### src/rtl/reloc_pkg.sv
// Shared constants for the base-and-limit address guard.
// Assumes: one-bit register select and one-bit trap cause.
package reloc_pkg;
    localparam logic SEL_BASE  = 1'b0;
    localparam logic SEL_LIMIT = 1'b1;

    typedef enum logic {
        CAUSE_RANGE = 1'b0,
        CAUSE_PRIV  = 1'b1
    } trap_cause_e;
endpackage

### src/rtl/reloc_regs.sv
// Holds the base and limit registers. Only writes issued in kernel mode
// (wr_user = 0) update them. A user-mode write is flagged as a privilege
// fault and otherwise ignored.
// Assumes: synchronous active-low reset to base 0, limit 0.
module reloc_regs
    import reloc_pkg::*;
#(
    parameter int AW = 32
) (
    input  logic          clk,
    input  logic          rst_n,
    input  logic          wr_en,
    input  logic          wr_user,
    input  logic          wr_sel,
    input  logic [AW-1:0] wr_data,
    output logic [AW-1:0] base_o,
    output logic [AW-1:0] limit_o,
    output logic          priv_fault_o
);
    logic [AW-1:0] base_q;
    logic [AW-1:0] limit_q;
    logic          kern_wr;

    // Decode: a write is honoured only from kernel mode.
    always_comb begin
        kern_wr      = wr_en && !wr_user;
        priv_fault_o = wr_en && wr_user;
    end

    // Register update for the selected register.
    always_ff @(posedge clk) begin
        if (!rst_n) begin
            base_q  <= '0;
            limit_q <= '0;
        end else if (kern_wr) begin
            if (wr_sel == SEL_BASE) base_q  <= wr_data;
            else                    limit_q <= wr_data;
        end
    end

    assign base_o  = base_q;
    assign limit_o = limit_q;


    user_write_ignored_chk: assert property (@(posedge clk) disable iff (!rst_n)
        (wr_en && wr_user) |=> ($stable(base_q) && $stable(limit_q)));


    kernel_base_write_chk: assert property (@(posedge clk) disable iff (!rst_n)
        (wr_en && !wr_user && wr_sel == SEL_BASE) |=> (base_q == $past(wr_data)));


    kernel_limit_write_chk: assert property (@(posedge clk) disable iff (!rst_n)
        (wr_en && !wr_user && wr_sel == SEL_LIMIT) |=> (limit_q == $past(wr_data)));
endmodule

### src/rtl/reloc_check.sv
// Combinational legality test and address formation for one request.
// Check-only: legal when base <= addr < base+limit, address unchanged.
// Relocate: legal when addr < limit and addr+base has no carry out, and the
// address becomes addr+base. Kernel-mode requests are always legal and are
// never relocated.
// Assumes: sums are kept at AW+1 bits so that a carry never wraps them.
module reloc_check #(
    parameter int AW = 32
) (
    input  logic [AW-1:0] addr,
    input  logic          user,
    input  logic          reloc,
    input  logic [AW-1:0] base,
    input  logic [AW-1:0] limit,
    output logic          legal_o,
    output logic [AW-1:0] phys_o
);
    localparam int SW = AW + 1;

    logic [SW-1:0] window_end;
    logic [SW-1:0] moved;
    logic          ok_check;
    logic          ok_reloc;

    // Wide sums: window end and relocated address, both with carry.
    always_comb begin
        window_end = {1'b0, base} + {1'b0, limit};
        moved      = {1'b0, base} + {1'b0, addr};
    end

    // Legality per mode; a kernel request bypasses the test.
    always_comb begin
        ok_check = (addr >= base) && ({1'b0, addr} < window_end);
        ok_reloc = (addr < limit) && !moved[SW-1];
        legal_o  = !user || (reloc ? ok_reloc : ok_check);
    end

    // Physical address: only user requests in relocate mode are shifted.
    always_comb begin
        phys_o = (user && reloc) ? moved[AW-1:0] : addr;
    end
endmodule

### src/rtl/reloc_guard.sv
// Top of the base-and-limit address guard. Checks each processor request,
// optionally relocates it and registers the result towards memory. Range
// faults and user-mode register writes give a one-cycle trap with a cause
// and a latched faulting value. A range fault takes priority over a
// privilege fault in the same cycle.
// Assumes: reloc_en is static while requests flow; one-cycle latency.
module reloc_guard
    import reloc_pkg::*;
#(
    parameter int AW = 32
) (
    input  logic          clk,
    input  logic          rst_n,
    input  logic          reloc_en,
    input  logic          cpu_valid,
    input  logic [AW-1:0] cpu_addr,
    input  logic          cpu_user,
    input  logic          cfg_we,
    input  logic          cfg_sel,
    input  logic [AW-1:0] cfg_wdata,
    input  logic          cfg_user,
    output logic          mem_valid,
    output logic [AW-1:0] mem_addr,
    output logic          trap,
    output logic          trap_cause,
    output logic [AW-1:0] fault_addr
);
    logic [AW-1:0] base_w;
    logic [AW-1:0] limit_w;
    logic          priv_fault;
    logic          legal;
    logic [AW-1:0] phys;
    logic          range_fault;

    logic          mv_q;
    logic [AW-1:0] ma_q;
    logic          tr_q;
    trap_cause_e   tc_q;
    logic [AW-1:0] fa_q;

    reloc_regs #(.AW(AW)) u_regs (
        .clk          (clk),
        .rst_n        (rst_n),
        .wr_en        (cfg_we),
        .wr_user      (cfg_user),
        .wr_sel       (cfg_sel),
        .wr_data      (cfg_wdata),
        .base_o       (base_w),
        .limit_o      (limit_w),
        .priv_fault_o (priv_fault)
    );

    reloc_check #(.AW(AW)) u_chk (
        .addr    (cpu_addr),
        .user    (cpu_user),
        .reloc   (reloc_en),
        .base    (base_w),
        .limit   (limit_w),
        .legal_o (legal),
        .phys_o  (phys)
    );

    // A range fault is a valid request that failed the test.
    always_comb range_fault = cpu_valid && !legal;

    // Output stage: memory request and trap report, one cycle after input.
    always_ff @(posedge clk) begin
        if (!rst_n) begin
            mv_q <= 1'b0;
            ma_q <= '0;
            tr_q <= 1'b0;
            tc_q <= CAUSE_RANGE;
            fa_q <= '0;
        end else begin
            mv_q <= cpu_valid && legal;
            if (cpu_valid && legal) ma_q <= phys;
            tr_q <= range_fault || priv_fault;
            if (range_fault) begin
                tc_q <= CAUSE_RANGE;
                fa_q <= cpu_addr;
            end else if (priv_fault) begin
                tc_q <= CAUSE_PRIV;
                fa_q <= cfg_wdata;
            end
        end
    end

    assign mem_valid  = mv_q;
    assign mem_addr   = ma_q;
    assign trap       = tr_q;
    assign trap_cause = tc_q;
    assign fault_addr = fa_q;


    kernel_pass_chk: assert property (@(posedge clk) disable iff (!rst_n)
        (cpu_valid && !cpu_user) |=> (mem_valid && mem_addr == $past(cpu_addr)));


    zero_limit_chk: assert property (@(posedge clk) disable iff (!rst_n)
        (cpu_valid && cpu_user && limit_w == '0) |=> (trap && !mem_valid));


    trap_blocks_mem_chk: assert property (@(posedge clk) disable iff (!rst_n)
        (trap && trap_cause == CAUSE_RANGE) |-> !mem_valid);


    idle_quiet_chk: assert property (@(posedge clk) disable iff (!rst_n)
        (!cpu_valid && !cfg_we) |=> (!trap && !mem_valid && $stable(fault_addr)));
endmodule

### config.mk
export PLATFORM = sky130hd
export DESIGN_NAME = reloc_guard
export DESIGN_NICKNAME = d
export VERILOG_FILES = /design/src/rtl/reloc_pkg.sv /design/src/rtl/reloc_regs.sv /design/src/rtl/reloc_check.sv /design/src/rtl/reloc_guard.sv
export SDC_FILE = /design/constraint.sdc
export NUM_CORES = 1
export LEC_CHECK = 0
export BUFFER_PORTS_ARGS = -buffer_cell sky130_fd_sc_hd__buf_2
export CAP_MARGIN = 5
export CORE_MARGIN = 2
export CORE_UTILIZATION = 55
export DETAILED_ROUTE_END_ITERATION = 8
export GPL_TIMING_DRIVEN = 0
export HOLD_SLACK_MARGIN = 0.02
export PLACE_DENSITY = 0.79
export SLEW_MARGIN = 40
export SYNTH_ARGS = -nofsm -noshare
export SYNTH_HDL_FRONTEND = slang
export SYNTH_HIERARCHICAL = 1
export SYNTH_SLANG_ARGS = --single-unit
export TNS_END_PERCENT = 10
### constraint.sdc
create_clock -name clk -period 5.5 [get_ports clk]
set_input_delay 1.1 -clock clk [delete_from_list [all_inputs] [get_ports clk]]
set_output_delay 1.1 -clock clk [all_outputs]
set_load 0.02 [all_outputs]
==> flow_summary.html, run 1 <==
<table>
<tr><th>Metric</th><th>Value</th></tr>
<tr><th colspan="2">Outcome</th></tr>
<tr><td>Run status</td><td>finished, final reports clean</td></tr>
<tr><th colspan="2">Floorplan</th></tr>
<tr><td>Core Rows</td><td>between 50 and 60</td></tr>
<tr><td>Die extent in x</td><td>148 um</td></tr>
<tr><td>Die Y-Extent</td><td>about 150 um</td></tr>
<tr><td>Floorplan die area</td><td>~22000 um^2</td></tr>
<tr><td>Placeable core region</td><td>between 20000 and 25000 um^2</td></tr>
<tr><td>Top-Level Pins</td><td>~140</td></tr>
<tr><td>Effective utilization at floorplan</td><td>between 50% and 60%</td></tr>
<tr><th colspan="2">Clocking</th></tr>
<tr><td>Buffers from clock root to sink, at most</td><td>2</td></tr>
<tr><td>Clock insertion delay at the later pin of the skew report</td><td>0.44 ns</td></tr>
<tr><td>Root cell of the clock tree</td><td>sky130_fd_sc_hd__clkbuf_16</td></tr>
<tr><td>Number of sinks on the clock net</td><td>~130</td></tr>
<tr><td>Depth of the CTS H-tree</td><td>4</td></tr>
<tr><td>Clock-pin slew reported for the worst setup and hold paths after clock tree synthesis</td><td>roughly 0.060 ns</td></tr>
<tr><td>CTS tree</td><td>done</td></tr>
<tr><td>Num CTS Buffers</td><td>17</td></tr>
<tr><th colspan="2">STA</th></tr>
<tr><td>Number of hold violations in the final report</td><td>0</td></tr>
<tr><td>Share of the clock period used by the worst path after layout</td><td>98.4%</td></tr>
<tr><td>Fin. max-slew vios</td><td>0</td></tr>
<tr><td>Clock period minus worst slack</td><td>between 5 and 6 ns</td></tr>
<tr><td>Unrepaired setup endpoints after global routing</td><td>true</td></tr>
<tr><td>Measured slew at the worst slew-check pin</td><td>between 0.8 and 0.9 ns</td></tr>
<tr><td>Top achievable clock speed</td><td>about 180 MHz</td></tr>
<tr><td>Final Setup Violations</td><td>0</td></tr>
<tr><td>Max-slew headroom at the worst pin</td><td>~41%</td></tr>
<tr><td>Clock tree skew after final layout</td><td>about 0.0084 ns</td></tr>
<tr><th colspan="2">Global route</th></tr>
<tr><td>GR met1 Demand/Resource</td><td>44.6%</td></tr>
<tr><td>Congestion Overflow GR</td><td>0</td></tr>
<tr><td>Antenna violations before repair</td><td>0</td></tr>
<tr><td>Via count of the first global-routing pass</td><td>approximately 10000</td></tr>
<tr><td>Met2 demand-to-capacity share in global routing</td><td>about 50%</td></tr>
<tr><td>Pin count of the biggest net entering global routing</td><td>17</td></tr>
<tr><td>Global-route wire length before repair</td><td>about 56 mm</td></tr>
<tr><td>Total routing usage reported by global routing</td><td>32.3%</td></tr>
<tr><td>Most crowded layer after global routing</td><td>met2</td></tr>
<tr><td>Global Route met3 Usage</td><td>under 10%</td></tr>
<tr><th colspan="2">Run</th></tr>
<tr><td>Count of max-cap constraint violations</td><td>0</td></tr>
<tr><th colspan="2">Worst setup path</th></tr>
<tr><td>Worst Path Required</td><td>around 5.8 ns</td></tr>
<tr><td>Type of origin of the critical path</td><td>flip-flop</td></tr>
<tr><td>Worst Reg-to-Reg Cells</td><td>25</td></tr>
<tr><td>Register-to-register setup slack</td><td>0.09 ns</td></tr>
<tr><td>Critical setup path kind</td><td>flip-flop to flip-flop</td></tr>
<tr><td>Capture instance of the worst register-to-register path</td><td>fault_addr[27]$_SDFFE_PN0P_</td></tr>
<tr><td>Data arrival time of the critical path</td><td>around 5.7 ns</td></tr>
<tr><td>Setup crit end kind</td><td>flip-flop</td></tr>
<tr><td>Startpoint of the worst-slack reg-to-reg timing path</td><td>u_regs/base_o[0]$_SDFFE_PN0P_</td></tr>
<tr><td>Peak fanout along the critical path</td><td>8</td></tr>
<tr><th colspan="2">Detailed routing</th></tr>
<tr><td>Wire length reported by the detailed router</td><td>36.5 mm</td></tr>
<tr><td>Number of antenna-violating nets in the routed design</td><td>0</td></tr>
<tr><td>Count of vias placed by the detailed router</td><td>about 11000</td></tr>
<tr><td>Average detailed-routed wire length per instance</td><td>roughly 20 um</td></tr>
<tr><td>Number of DRC markers after the initial detailed-route iteration</td><td>857</td></tr>
<tr><td>Detailed-routing iteration count for the pre-antenna-repair pass</td><td>5</td></tr>
<tr><td>Remaining design rule violation count</td><td>0</td></tr>
<tr><td>Detailed-route vias per instance</td><td>around 6.0</td></tr>
<tr><th colspan="2">Power</th></tr>
<tr><td>Worst IR drop on VDD</td><td>0.202 mV</td></tr>
<tr><td>Pwr/cell area</td><td>around 240 nW/um^2</td></tr>
<tr><td>Cell leakage power</td><td>around 0.0061 uW</td></tr>
<tr><th colspan="2">Layout</th></tr>
<tr><td>Final #Nets</td><td>about 1800</td></tr>
<tr><td>Area delta synth-&gt;final</td><td>18.7%</td></tr>
<tr><td>Utilization after layout</td><td>between 60% and 70%</td></tr>
<tr><td>Fraction of layout cells with a size suffix above 1</td><td>approximately 20%</td></tr>
<tr><td>Final std cells w/o fill</td><td>~1800</td></tr>
<tr><td>Total inserted antenna cells</td><td>0</td></tr>
<tr><th colspan="2">Logic synthesis</th></tr>
<tr><td>Instance count of the mapped netlist</td><td>1374</td></tr>
<tr><td>Number of nets in the synthesized netlist</td><td>around 1600</td></tr>
<tr><td>Async set or reset register ratio after synthesis</td><td>0%</td></tr>
<tr><td>Count of unique library cells instantiated by Yosys</td><td>80</td></tr>
<tr><td>Synth Flop Type</td><td>sky130_fd_sc_hd__dfxtp_1</td></tr>
<tr><td>Post-synthesis register bit count</td><td>between 100 and 150</td></tr>
<tr><td>Synth warn</td><td>6</td></tr>
<tr><td>Netlist area before placement</td><td>roughly 11000 um^2</td></tr>
<tr><td>Post-synth EDFFs</td><td>0</td></tr>
<tr><td>Mean instance size in the synthesized netlist</td><td>~8.3 um^2</td></tr>
<tr><td>Post-synthesis sequential area ratio</td><td>around 23%</td></tr>
<tr><th colspan="2">Place</th></tr>
<tr><td>HPWL Detailed</td><td>27.0 mm</td></tr>
<tr><td>RD Place Congestion</td><td>approximately 0.94</td></tr>
<tr><td>Count of port buffers added during placement</td><td>137</td></tr>
<tr><td>Placed cells</td><td>1781</td></tr>
<tr><th colspan="2">Min path</th></tr>
<tr><td>Worst Hold Path EP</td><td>u_regs/limit_o[15]$_SDFFE_PN0P_</td></tr>
<tr><td>Worst hold path startpoint</td><td>u_regs/limit_o[15]$_SDFFE_PN0P_</td></tr>
<tr><td>Path type of the worst min-delay path</td><td>flip-flop to flip-flop</td></tr>
<tr><td>Number of cells on the worst hold path</td><td>2</td></tr>
</table>
[sequential cells by signal (all words and copies together), names as in the netlist]
register	count
mem_valid	1
fault_addr	32
u_regs/limit_o	32
u_regs/base_o	32
mem_addr	32
trap_cause	1
trap	1
[repair_timing]
action                     in CTS  in global routing
buffers inserted                2                 14
cloned                          1                  3
setup endpoints to repair      65                 65
hold buffers                    0                  0
pin swaps                       2                 22
hold endpoints to repair        0                  0
gates resized for setup        13                 55
[worst max-delay path: stages (launching register included)]
cell and delay (ns):
sky130_fd_sc_hd__dfxtp_4 0.35, sky130_fd_sc_hd__ha_4 0.17, sky130_fd_sc_hd__fa_2 0.38, sky130_fd_sc_hd__a21oi_2 0.19, sky130_fd_sc_hd__nand4b_1 0.20, sky130_fd_sc_hd__nand3_2 0.16, sky130_fd_sc_hd__a2111oi_4 0.32, sky130_fd_sc_hd__or3_4 0.21
sky130_fd_sc_hd__o21ai_4 0.09, sky130_fd_sc_hd__a2111oi_4 0.34, sky130_fd_sc_hd__o311a_1 0.23, sky130_fd_sc_hd__and2b_1 0.14, sky130_fd_sc_hd__xor2_1 0.16, sky130_fd_sc_hd__ha_1 0.26, sky130_fd_sc_hd__a21o_1 0.20, sky130_fd_sc_hd__a21o_1 0.17
sky130_fd_sc_hd__a21oi_2 0.17, sky130_fd_sc_hd__o2111ai_2 0.13, sky130_fd_sc_hd__a21oi_2 0.15, sky130_fd_sc_hd__a211oi_2 0.05, sky130_fd_sc_hd__nor4_2 0.28, sky130_fd_sc_hd__buf_4 0.16, sky130_fd_sc_hd__buf_8 0.12, sky130_fd_sc_hd__nand2b_4 0.32
sky130_fd_sc_hd__clkbuf_16 0.22, sky130_fd_sc_hd__a211oi_1 0.06
[stage by stage]
step	setup WS, ns	power, uW	cell area, um^2	setup TNS (ns)	hold WS (ns)
6_report	0.0872	3210	13600	0	0.478
5_1_grt	-0.126	3320	13600	-3.15	0.500
4_1_cts	0.0355	3140	13200	0	0.483
3_5_place_dp	-0.264	1830	12500	-12.73	0.474
3_3_place_gp	-0.245	1820	12500	-12.26	0.466
2_1_floorplan	0.629	1580	11400	0	0.452
[layer usage]
metal	wire length, um	vias up
li1	-	5257
met1	16100	5191
met2	16300	504
met3	2980	87
met4	1080	0
met5	0	-
[cells by family after synthesis]
kind of cell	after synthesis	synth area share, %
and+or+nand+nor	402	17.3
AOI/OAI and AO/OA	360	21.9
buffers and inverters	170	7.62
adders and majority gates	160	17.6
DFF	131	22.9
muxes	99	8.68
xor gates and xnor gates	52	3.98
[Yosys cell counts, drive strengths merged (3+ instances only)]
master,n,area share [%]
nand2,160,5.3
ha,158,17
dfxtp,131,23
a21oi,109,4.9
inv,102,3.3
mux2i,98,8.6
o21ai,63,2.9
nor2,57,1.9
nand3,49,2.1
buf,46,3.5
a211oi,39,2.7
xnor2,37,2.8
nor3b,36,2.5
a21bo,32,2.8
a21o,30,2.0
clkbuf,22,0.72
o21bai,21,1.4
nor3,20,0.88
nand4,17,0.93
nand2b,16,0.94
xor2,15,1.1
nor2b,12,0.66
o21a,9,0.59
nor4,7,0.38
o211ai,7,0.50
a2111oi,6,0.79
or2,6,0.33
or4,6,0.39
o31ai,5,0.33
a21boi,4,0.26
a31oi,4,0.27
and3,4,0.22
or3,4,0.26
a221oi,3,0.23
o2111ai,3,0.23
o311a,3,0.26
o311ai,3,0.30
[layout make-up]
type / count / area (um^2)
Multi-Input combinational cell: 1073 / 8080
Tap cell: 270 / 338
Fill cell: 1710 / 6720
Timing Repair Buffer: 156 / 893
Clock inverter: 14 / 225
Sequential cell: 131 / 2630
Clock buffer: 18 / 429
Inverter: 102 / 383
Buffer: 68 / 597
[worst max-delay path by stage]
stage | to | cells after the start | startpoint
after floorplan | mem_addr[4]$_SDFFE_PN0P_ | 25 | u_regs/base_o[0]$_SDFFE_PN0P_
after global placement | fault_addr[10]$_SDFFE_PN0P_ | 24 | u_regs/base_o[0]$_SDFFE_PN0P_
after detailed placement | fault_addr[30]$_SDFFE_PN0P_ | 24 | u_regs/base_o[0]$_SDFFE_PN0P_
after CTS | mem_addr[20]$_SDFFE_PN0P_ | 26 | u_regs/base_o[0]$_SDFFE_PN0P_
after global routing | fault_addr[29]$_SDFFE_PN0P_ | 25 | u_regs/base_o[0]$_SDFFE_PN0P_
final | fault_addr[27]$_SDFFE_PN0P_ | 25 | u_regs/base_o[0]$_SDFFE_PN0P_
[cells in the final DEF, fill, tap and decap left out, drive strengths merged, types with 12 or more instances in the layout]
master    n
nand3    49
o21ai    63
nor2b    12
dfxtp   131
mux2i    98
nor3b    36
nor3     20
o21bai   21
a211oi   39
a21oi   109
nand2b   16
nand2   160
clkbuf   43
ha      158
inv     107
xor2     15
buf     199
xnor2    37
a21bo    32
nand4    17
a21o     30
nor2     57
[power breakdown]
| group | internal, uW | switching [uW] |
|---|---|---|
| combinational | 346 | 506 |
| clock | 812 | 494 |
| sequential | 1010 | 39.9 |
No activity file was read; power rests on OpenSTA's default activity.
==> run 2, diff against run 1 <==
Settings changed: CORE_MARGIN 2 to not set.
==> run 2 against run 1 <==
Setup slack improved by 0.041 ns. Hold slack improved by 0.0018 ns. Final cell count down 0.49%. Count of clock-buffer cells in the layout unchanged. Via count decreased by 0.66%. Power down 3.4%. Sequential share of layout area up 0.26 points. Highest routed layer unchanged. Clock power shrank 6%. Sequential cell count stayed put. Core utilization down 0.86 points. Critical endpoint is now mem_addr[18]$_SDFFE_PN0P_. Sequential power is essentially flat. Combinational power decreased by 3.9%.
==> flow_summary.html, run 2 (synthesis gave the netlist of run 1 again) <==
<table>
<tr><th>Metric</th><th>Value</th></tr>
<tr><th colspan="2">Clocking</th></tr>
<tr><td>Count of hold-fix buffers inserted at cts</td><td>0 (unchanged)</td></tr>
<tr><td>Clock insertion delay at the later pin of the skew report</td><td>0.43 ns (about the same)</td></tr>
<tr><td>Number of sinks on the clock net</td><td>131 (unchanged)</td></tr>
<tr><td>Root cell of the clock tree</td><td>sky130_fd_sc_hd__clkbuf_16</td></tr>
<tr><td>Num CTS Buffers</td><td>17 (unchanged)</td></tr>
<tr><td>Clock-pin slew reported for the worst setup and hold paths after clock tree synthesis</td><td>0.06 ns (about the same)</td></tr>
<tr><td>Buffers from clock root to sink, at most</td><td>2 (unchanged)</td></tr>
<tr><td>CTS tree</td><td>done</td></tr>
<tr><td>Depth of the CTS H-tree</td><td>4 (unchanged)</td></tr>
<tr><th colspan="2">Outcome</th></tr>
<tr><td>Run status</td><td>finished, final reports clean</td></tr>
<tr><th colspan="2">Worst setup path</th></tr>
<tr><td>Critical setup path kind</td><td>flip-flop to flip-flop</td></tr>
<tr><td>Critical path's slowest cell</td><td>sky130_fd_sc_hd__fa_2</td></tr>
<tr><td>CP max stage delay</td><td>0.39 ns (about the same)</td></tr>
<tr><td>Worst Path Required</td><td>5.85 ns (+0.07 ns)</td></tr>
<tr><td>Type of origin of the critical path</td><td>flip-flop</td></tr>
<tr><td>Data arrival time of the critical path</td><td>5.73 ns (+0.03 ns)</td></tr>
<tr><td>Setup crit end kind</td><td>flip-flop</td></tr>
<tr><td>Peak fanout along the critical path</td><td>10 (+2)</td></tr>
<tr><th colspan="2">STA</th></tr>
<tr><td>Final setup margin</td><td>0.128 ns (+0.0410 ns)</td></tr>
<tr><td>Number of hold violations in the final report</td><td>0 (unchanged)</td></tr>
<tr><td>Share of the clock period used by the worst path after layout</td><td>97.7% (-0.75 points)</td></tr>
<tr><td>Final Setup Violations</td><td>0 (unchanged)</td></tr>
<tr><td>Clock period minus worst slack</td><td>5.37 ns (-0.0410 ns)</td></tr>
<tr><td>Worst hold slack</td><td>0.480 ns (+0.00182 ns)</td></tr>
<tr><td>Top achievable clock speed</td><td>186 MHz (+0.76%)</td></tr>
<tr><td>Measured slew at the worst slew-check pin</td><td>0.828 ns (-0.0440 ns)</td></tr>
<tr><td>Unrepaired setup endpoints after global routing</td><td>true</td></tr>
<tr><td>Fin. max-slew vios</td><td>0 (unchanged)</td></tr>
<tr><td>Max-slew headroom at the worst pin</td><td>44.8% (+3.7 points)</td></tr>
<tr><td>Clock tree skew after final layout</td><td>0.0153 ns (+0.00690 ns)</td></tr>
<tr><th colspan="2">Detailed routing</th></tr>
<tr><td>Remaining design rule violation count</td><td>0 (unchanged)</td></tr>
<tr><td>Detailed-routing iteration count for the pre-antenna-repair pass</td><td>5 (unchanged)</td></tr>
<tr><td>Count of vias placed by the detailed router</td><td>11000 (-0.66%)</td></tr>
<tr><td>Number of DRC markers after the initial detailed-route iteration</td><td>766 (-11%)</td></tr>
<tr><td>Wire length reported by the detailed router</td><td>35.4 mm (-2.8%)</td></tr>
<tr><td>Number of antenna-violating nets in the routed design</td><td>0 (unchanged)</td></tr>
<tr><td>Average detailed-routed wire length per instance</td><td>19.4 um (-2.3%)</td></tr>
<tr><td>Detailed-route vias per instance</td><td>6.02 (-0.17%)</td></tr>
<tr><th colspan="2">Place</th></tr>
<tr><td>Placed cells</td><td>1781 (unchanged)</td></tr>
<tr><td>HPWL Detailed</td><td>27.0 mm (about the same)</td></tr>
<tr><td>Count of port buffers added during placement</td><td>137 (unchanged)</td></tr>
<tr><td>RD Place Congestion</td><td>0.956 (+1.5%)</td></tr>
<tr><td>Placement-stage worst setup slack</td><td>-0.555 ns (-0.290 ns)</td></tr>
<tr><th colspan="2">Floorplan</th></tr>
<tr><td>Die extent in x</td><td>146 um (-1.3%)</td></tr>
<tr><td>Floorplan die area</td><td>21400 um^2 (-2.7%)</td></tr>
<tr><td>Die Y-Extent</td><td>146 um (-1.3%)</td></tr>
<tr><td>Core Rows</td><td>52 (unchanged)</td></tr>
<tr><td>Effective utilization at floorplan</td><td>56.3% (unchanged)</td></tr>
<tr><td>Top-Level Pins</td><td>139 (unchanged)</td></tr>
<tr><td>Placeable core region</td><td>20300 um^2 (unchanged)</td></tr>
<tr><th colspan="2">Layout</th></tr>
<tr><td>Final std cells w/o fill</td><td>1823 (-0.49%)</td></tr>
<tr><td>Final #Nets</td><td>1773 (-0.45%)</td></tr>
<tr><td>Most common cell after layout, fill and taps aside</td><td>sky130_fd_sc_hd__nand2_1</td></tr>
<tr><td>Area delta synth-&gt;final</td><td>17.2%</td></tr>
<tr><td>Fraction of layout cells with a size suffix above 1</td><td>20.0% (-0.46 points)</td></tr>
<tr><td>Total inserted antenna cells</td><td>0 (unchanged)</td></tr>
<tr><td>Commonest non-fill, non-tap cells in the layout</td><td>160 x sky130_fd_sc_hd__nand2_1, 156 x sky130_fd_sc_hd__ha_1, 149 x sky130_fd_sc_hd__buf_2, 127 x sky130_fd_sc_hd__dfxtp_1, 101 x sky130_fd_sc_hd__inv_1</td></tr>
<tr><th colspan="2">Power</th></tr>
<tr><td>Pwr/cell area</td><td>231 nW/um^2 (-2.1%)</td></tr>
<tr><td>Cell leakage power</td><td>0.00597 uW (-1.4%)</td></tr>
<tr><td>Worst IR drop on VDD</td><td>0.182 mV (-10%)</td></tr>
<tr><th colspan="2">Global route</th></tr>
<tr><td>Congestion Overflow GR</td><td>0 (unchanged)</td></tr>
<tr><td>Antenna violations before repair</td><td>0 (unchanged)</td></tr>
<tr><td>Via count of the first global-routing pass</td><td>10400 (-0.41%)</td></tr>
<tr><td>Total routing usage reported by global routing</td><td>32.8% (+0.56 points)</td></tr>
<tr><td>Pin count of the biggest net entering global routing</td><td>17 (unchanged)</td></tr>
<tr><td>Global-route wire length before repair</td><td>55.0 mm (-1.2%)</td></tr>
<tr><th colspan="2">Min path</th></tr>
<tr><td>Path type of the worst min-delay path</td><td>flip-flop to flip-flop</td></tr>
<tr><th colspan="2">Run</th></tr>
<tr><td>Count of max-cap constraint violations</td><td>0 (unchanged)</td></tr>
</table>
[run 2: cell types whose count changed in the layout (fill, tap and decap cells not counted), sizes merged]
cell,change
clkinv,+6
clkbuf,-2
clkinvlp,-2
inv,-4
bufinv,-1
buf,-6
[run 2: repair_timing]
item / CTS / global route
setup buffers: 3 / 7
endpoints found under the setup margin: 67 / 65
gates resized for setup: 15 / 50
gates cloned: 1 / 0
pin swaps: 5 / 21
hold endpoints to repair: 0 / 0
[run 2: metal layers]
layer  up-vias  wire length [um]  GRT usage [%]
li1       5228                 -              -
met1      5209             15900           44.5
met2       468             16100           53.0
met3        61              2590           4.34
met4         0               847           12.1
met5         -                 0              0
[run 2: area by class of cell]
type                       instances  area, um^2
timing repair buffer             148         768
sequential                       131        2630
fill                            1734        6900
inverter                         102         383
multi-input combinational       1073        8100
buffer                            68         567
tap                              270         338
clock inverter                    13         183
clock buffer                      18         439
[run 2: worst paths after layout]
kind,start,end,slack [ns],cells after the start
setup reg to reg,u_regs/base_o[0]$_SDFFE_PN0P_,mem_addr[18]$_SDFFE_PN0P_,0.13,28
hold / removal,u_regs/limit_o[19]$_SDFFE_PN0P_,u_regs/limit_o[19]$_SDFFE_PN0P_,0.48,2
setup / recovery,u_regs/base_o[0]$_SDFFE_PN0P_,mem_addr[18]$_SDFFE_PN0P_,0.13,28
hold reg to reg,u_regs/limit_o[19]$_SDFFE_PN0P_,u_regs/limit_o[19]$_SDFFE_PN0P_,0.48,2
[run 2: worst max-delay path: cells and delay by family, from the launching register on]
kind,cells,cell delay [ns]
and+or+nand+nor,8,1.40
DFF,1,0.36
AOI/OAI and AO/OA,11,1.77
adders and majority gates,3,0.86
buffers and inverters,6,0.89
[run 2: power by group]
part	switching [uW]	leakage (uW)	internal (uW)
clock	461	0.000306	768
combinational	492	0.00459	327
sequential	41.3	0.00107	1010
[run 2: stage by stage]
stage	setup TNS (ns)	utilization [%]	instance area [um^2]	power (uW)
after floorplan	0	-	11400	1580
after global placement	-22.17	61.4	12500	1820
after detailed placement	-31.03	61.4	12500	1830
after CTS	0	64.9	13200	3060
after global routing	-1.25	66.0	13400	3220
final	0	66.0	13400	3100
==> run 3, diff against run 2 <==
Settings changed: CORE_ASPECT_RATIO set to 2.
==> run 3 against run 2 <==
Sequential cell count stayed put. Count of clock-buffer cells in the layout stayed put. Non-clock buffer count is 2 lower. Via count is 0.47% lower. Largest power group unchanged.
==> flow_summary.html, run 3 (synthesis gave the netlist of run 1 again) <==
<table>
<tr><th>Metric</th><th>Value</th></tr>
<tr><th colspan="2">Floorplan</th></tr>
<tr><td>Die Y-Extent</td><td>206 um (+41%)</td></tr>
<tr><td>Core Rows</td><td>74 (+42%)</td></tr>
<tr><td>Floorplan die area</td><td>21400 um^2 (+0.16%)</td></tr>
<tr><td>Die extent in x</td><td>104 um (-29%)</td></tr>
<tr><td>Top-Level Pins</td><td>139 (unchanged)</td></tr>
<tr><td>Effective utilization at floorplan</td><td>56.1% (-0.19 points)</td></tr>
<tr><td>Placeable core region</td><td>20400 um^2 (+0.34%)</td></tr>
<tr><th colspan="2">Power</th></tr>
<tr><td>Pwr/cell area</td><td>228 nW/um^2 (-1.5%)</td></tr>
<tr><td>Worst IR drop on VDD</td><td>0.205 mV (+13%)</td></tr>
<tr><td>Cell leakage power</td><td>0.00593 uW (-0.72%)</td></tr>
<tr><th colspan="2">Layout</th></tr>
<tr><td>Number of fill cells in the layout</td><td>1749 (+0.87%)</td></tr>
<tr><td>Utilization after layout</td><td>65.1% (-0.88 points)</td></tr>
<tr><td>Area delta synth-&gt;final</td><td>16.0%</td></tr>
<tr><td>Most common cell after layout, fill and taps aside</td><td>sky130_fd_sc_hd__nand2_1</td></tr>
<tr><td>Post-route cell area</td><td>13300 um^2 (-1.0%)</td></tr>
<tr><td>Final #Nets</td><td>1771 (-0.11%)</td></tr>
<tr><td>Fraction of layout cells with a size suffix above 1</td><td>19.5% (-0.57 points)</td></tr>
<tr><td>Commonest non-fill, non-tap cells in the layout</td><td>160 x sky130_fd_sc_hd__nand2_1, 157 x sky130_fd_sc_hd__ha_1, 149 x sky130_fd_sc_hd__buf_2, 125 x sky130_fd_sc_hd__dfxtp_1</td></tr>
<tr><th colspan="2">Detailed routing</th></tr>
<tr><td>Remaining design rule violation count</td><td>0 (unchanged)</td></tr>
<tr><td>Number of DRC markers after the initial detailed-route iteration</td><td>609 (-20%)</td></tr>
<tr><td>Wire length reported by the detailed router</td><td>37.6 mm (+6.1%)</td></tr>
<tr><td>Detailed-route vias per instance</td><td>6.00 (-0.26%)</td></tr>
<tr><td>Count of vias placed by the detailed router</td><td>10900 (-0.47%)</td></tr>
<tr><td>Detailed-routing iteration count for the pre-antenna-repair pass</td><td>5 (unchanged)</td></tr>
<tr><td>Number of antenna-violating nets in the routed design</td><td>0 (unchanged)</td></tr>
<tr><td>Average detailed-routed wire length per instance</td><td>20.7 um (+6.4%)</td></tr>
<tr><th colspan="2">STA</th></tr>
<tr><td>Clock tree skew after final layout</td><td>0.0123 ns (-0.00298 ns)</td></tr>
<tr><td>Clock period minus worst slack</td><td>5.24 ns (-0.130 ns)</td></tr>
<tr><td>Top achievable clock speed</td><td>191 MHz (+2.5%)</td></tr>
<tr><td>Worst hold slack</td><td>0.490 ns (+0.0101 ns)</td></tr>
<tr><td>Final Setup Violations</td><td>0 (unchanged)</td></tr>
<tr><td>Fin. max-slew vios</td><td>0 (unchanged)</td></tr>
<tr><td>Measured slew at the worst slew-check pin</td><td>0.649 ns (-0.180 ns)</td></tr>
<tr><td>Max-slew headroom at the worst pin</td><td>56.8% (+12 points)</td></tr>
<tr><td>Share of the clock period used by the worst path after layout</td><td>95.3% (-2.4 points)</td></tr>
<tr><td>Number of hold violations in the final report</td><td>0 (unchanged)</td></tr>
<tr><th colspan="2">Place</th></tr>
<tr><td>HPWL Detailed</td><td>29.4 mm (+9.0%)</td></tr>
<tr><td>Count of port buffers added during placement</td><td>137 (unchanged)</td></tr>
<tr><td>RD Place Congestion</td><td>0.982 (+2.7%)</td></tr>
<tr><td>Placed Area</td><td>12500 um^2 (about the same)</td></tr>
<tr><th colspan="2">Run</th></tr>
<tr><td>Count of max-cap constraint violations</td><td>0 (unchanged)</td></tr>
<tr><th colspan="2">Clocking</th></tr>
<tr><td>CTS tree</td><td>done</td></tr>
<tr><td>Clock insertion delay at the later pin of the skew report</td><td>0.44 ns (about the same)</td></tr>
<tr><td>Clock-pin slew reported for the worst setup and hold paths after clock tree synthesis</td><td>0.06 ns (about the same)</td></tr>
<tr><td>Root cell of the clock tree</td><td>sky130_fd_sc_hd__clkbuf_16</td></tr>
<tr><td>Number of sinks on the clock net</td><td>131 (unchanged)</td></tr>
<tr><td>Num CTS Buffers</td><td>17 (unchanged)</td></tr>
<tr><td>Count of hold-fix buffers inserted at cts</td><td>0 (unchanged)</td></tr>
<tr><td>Depth of the CTS H-tree</td><td>4 (unchanged)</td></tr>
<tr><td>Buffers from clock root to sink, at most</td><td>2 (unchanged)</td></tr>
<tr><th colspan="2">Worst setup path</th></tr>
<tr><td>Setup crit end kind</td><td>flip-flop</td></tr>
<tr><td>Critical path's slowest cell</td><td>sky130_fd_sc_hd__or4_1</td></tr>
<tr><td>CP max stage delay</td><td>0.54 ns (+0.15 ns)</td></tr>
<tr><td>Type of origin of the critical path</td><td>flip-flop</td></tr>
<tr><td>Worst Path Required</td><td>5.80 ns (-0.05 ns)</td></tr>
<tr><td>Critical setup path kind</td><td>flip-flop to flip-flop</td></tr>
<tr><td>Peak fanout along the critical path</td><td>10 (unchanged)</td></tr>
<tr><td>Data arrival time of the critical path</td><td>5.54 ns (-0.19 ns)</td></tr>
<tr><td>Critical-path cell list</td><td>ha_1 -&gt; a211o_1 -&gt; o211ai_1 -&gt; a21oi_1 -&gt; o211ai_1 -&gt; a31oi_1 -&gt; or4_1 -&gt; a31o_1 -&gt; a21oi_2 -&gt; o31ai_1 -&gt; xnor2_1 -&gt; ha_1 -&gt; o21a_1 -&gt; o21ai_0 -&gt; a221oi_1 -&gt; nand2_1 -&gt; a211oi_2 -&gt; nor4_2 -&gt; buf_4 -&gt; buf_8 -&gt; buf_4 -&gt; nor3b_1 -&gt; a211oi_1</td></tr>
<tr><th colspan="2">Global route</th></tr>
<tr><td>Global-route wire length before repair</td><td>57.2 mm (+4.0%)</td></tr>
<tr><td>Pin count of the biggest net entering global routing</td><td>17 (unchanged)</td></tr>
<tr><td>Antenna violations before repair</td><td>0 (unchanged)</td></tr>
<tr><td>Total routing usage reported by global routing</td><td>35.4% (+2.6 points)</td></tr>
<tr><td>Via count of the first global-routing pass</td><td>10900 (+5.1%)</td></tr>
<tr><td>Congestion Overflow GR</td><td>0 (unchanged)</td></tr>
<tr><th colspan="2">Outcome</th></tr>
<tr><td>Run status</td><td>finished, final reports clean</td></tr>
<tr><th colspan="2">Min path</th></tr>
<tr><td>Path type of the worst min-delay path</td><td>flip-flop to flip-flop</td></tr>
</table>
-- run 3: cell count changes in the layout (fill, tap and decap cells not counted), moves of 2 or more --
cell / previous run / this run
sky130_fd_sc_hd__dfxtp_2: 3 / 5
sky130_fd_sc_hd__a211oi_1: 33 / 35
sky130_fd_sc_hd__a21oi_2: 10 / 8
sky130_fd_sc_hd__nand3_2: 3 / 1
sky130_fd_sc_hd__buf_6: 7 / 11
sky130_fd_sc_hd__buf_8: 10 / 6
sky130_fd_sc_hd__dfxtp_1: 127 / 125
sky130_fd_sc_hd__inv_6: 1 / 4
sky130_fd_sc_hd__bufinv_16: 4 / 2
sky130_fd_sc_hd__nand3_1: 46 / 48
sky130_fd_sc_hd__a21oi_1: 98 / 101
sky130_fd_sc_hd__buf_4: 19 / 17
-- run 3: layout make-up --
class | count | area (um^2) | area share [%]
Sequential cell | 131 | 2630 | 19.8
Multi-Input combinational cell | 1073 | 8030 | 60.5
Inverter | 102 | 383 | 2.89
Clock inverter | 14 | 154 | 1.16
Tap cell | 266 | 333 | 2.51
Antenna cell | 1 | 2.50 | 0.0189
Buffer | 68 | 552 | 4.16
Clock buffer | 18 | 429 | 3.23
Timing Repair Buffer | 146 | 753 | 5.68
-- run 3: routing by layer --
layer  vias up  GRT usage, %  share of wire (%)
met5         -             0                  0
met4         0          39.5                 12
met3       205          5.55                4.2
met2       408          65.3                 51
met1      5049          30.6                 33
li1       5252             -                  -
-- run 3: timing repair --
item                       CTS  global route
resized for setup            9            44
cloned                       1             0
buffers inserted             1             7
setup endpoints to repair   65            66
pin swaps                    2            13
-- run 3: critical path: cells and delay by family, from the launching register on --
family	cells	cell delay, ns
xor gates and xnor gates	1	0.13
buffers and inverters	3	0.47
adders and majority gates	2	0.66
DFF	1	0.37
and+or+nand+nor	4	1.01
AOI/OAI and AO/OA	13	2.44
-- run 3: final timing paths --
path                                                 startpoint                               to  slack [ns]  depth (start not counted)
worst max-delay path              u_regs/base_o[6]$_SDFFE_PN0P_      fault_addr[17]$_SDFFE_PN0P_        0.26                         23
worst min-delay path            u_regs/limit_o[25]$_SDFFE_PN0P_  u_regs/limit_o[25]$_SDFFE_PN0P_        0.49                          2
worst max register to register    u_regs/base_o[6]$_SDFFE_PN0P_      fault_addr[17]$_SDFFE_PN0P_        0.26                         23
worst min register to register  u_regs/limit_o[25]$_SDFFE_PN0P_  u_regs/limit_o[25]$_SDFFE_PN0P_        0.49                          2
-- run 3: per-stage QoR --
| step | total power [uW] | std cells | worst slack (ns) | TNS, ns |
|---|---|---|---|---|
| final | 3020 | 1819 | 0.258 | 0 |
| after detailed placement | 1830 | 1777 | -0.157 | -6.52 |
| after global routing | 3150 | 1818 | -0.0428 | -0.881 |
| after floorplan | 1580 | 1374 | 0.629 | 0 |
| after CTS | 3000 | 1811 | 0.0322 | 0 |
| after global placement | 1820 | 1777 | -0.125 | -4.60 |
-- run 3: power by group --
group          internal, uW  switching [uW]
clock network           674             488
registers              1010            46.5
logic                   322             484
total                  2010            1020
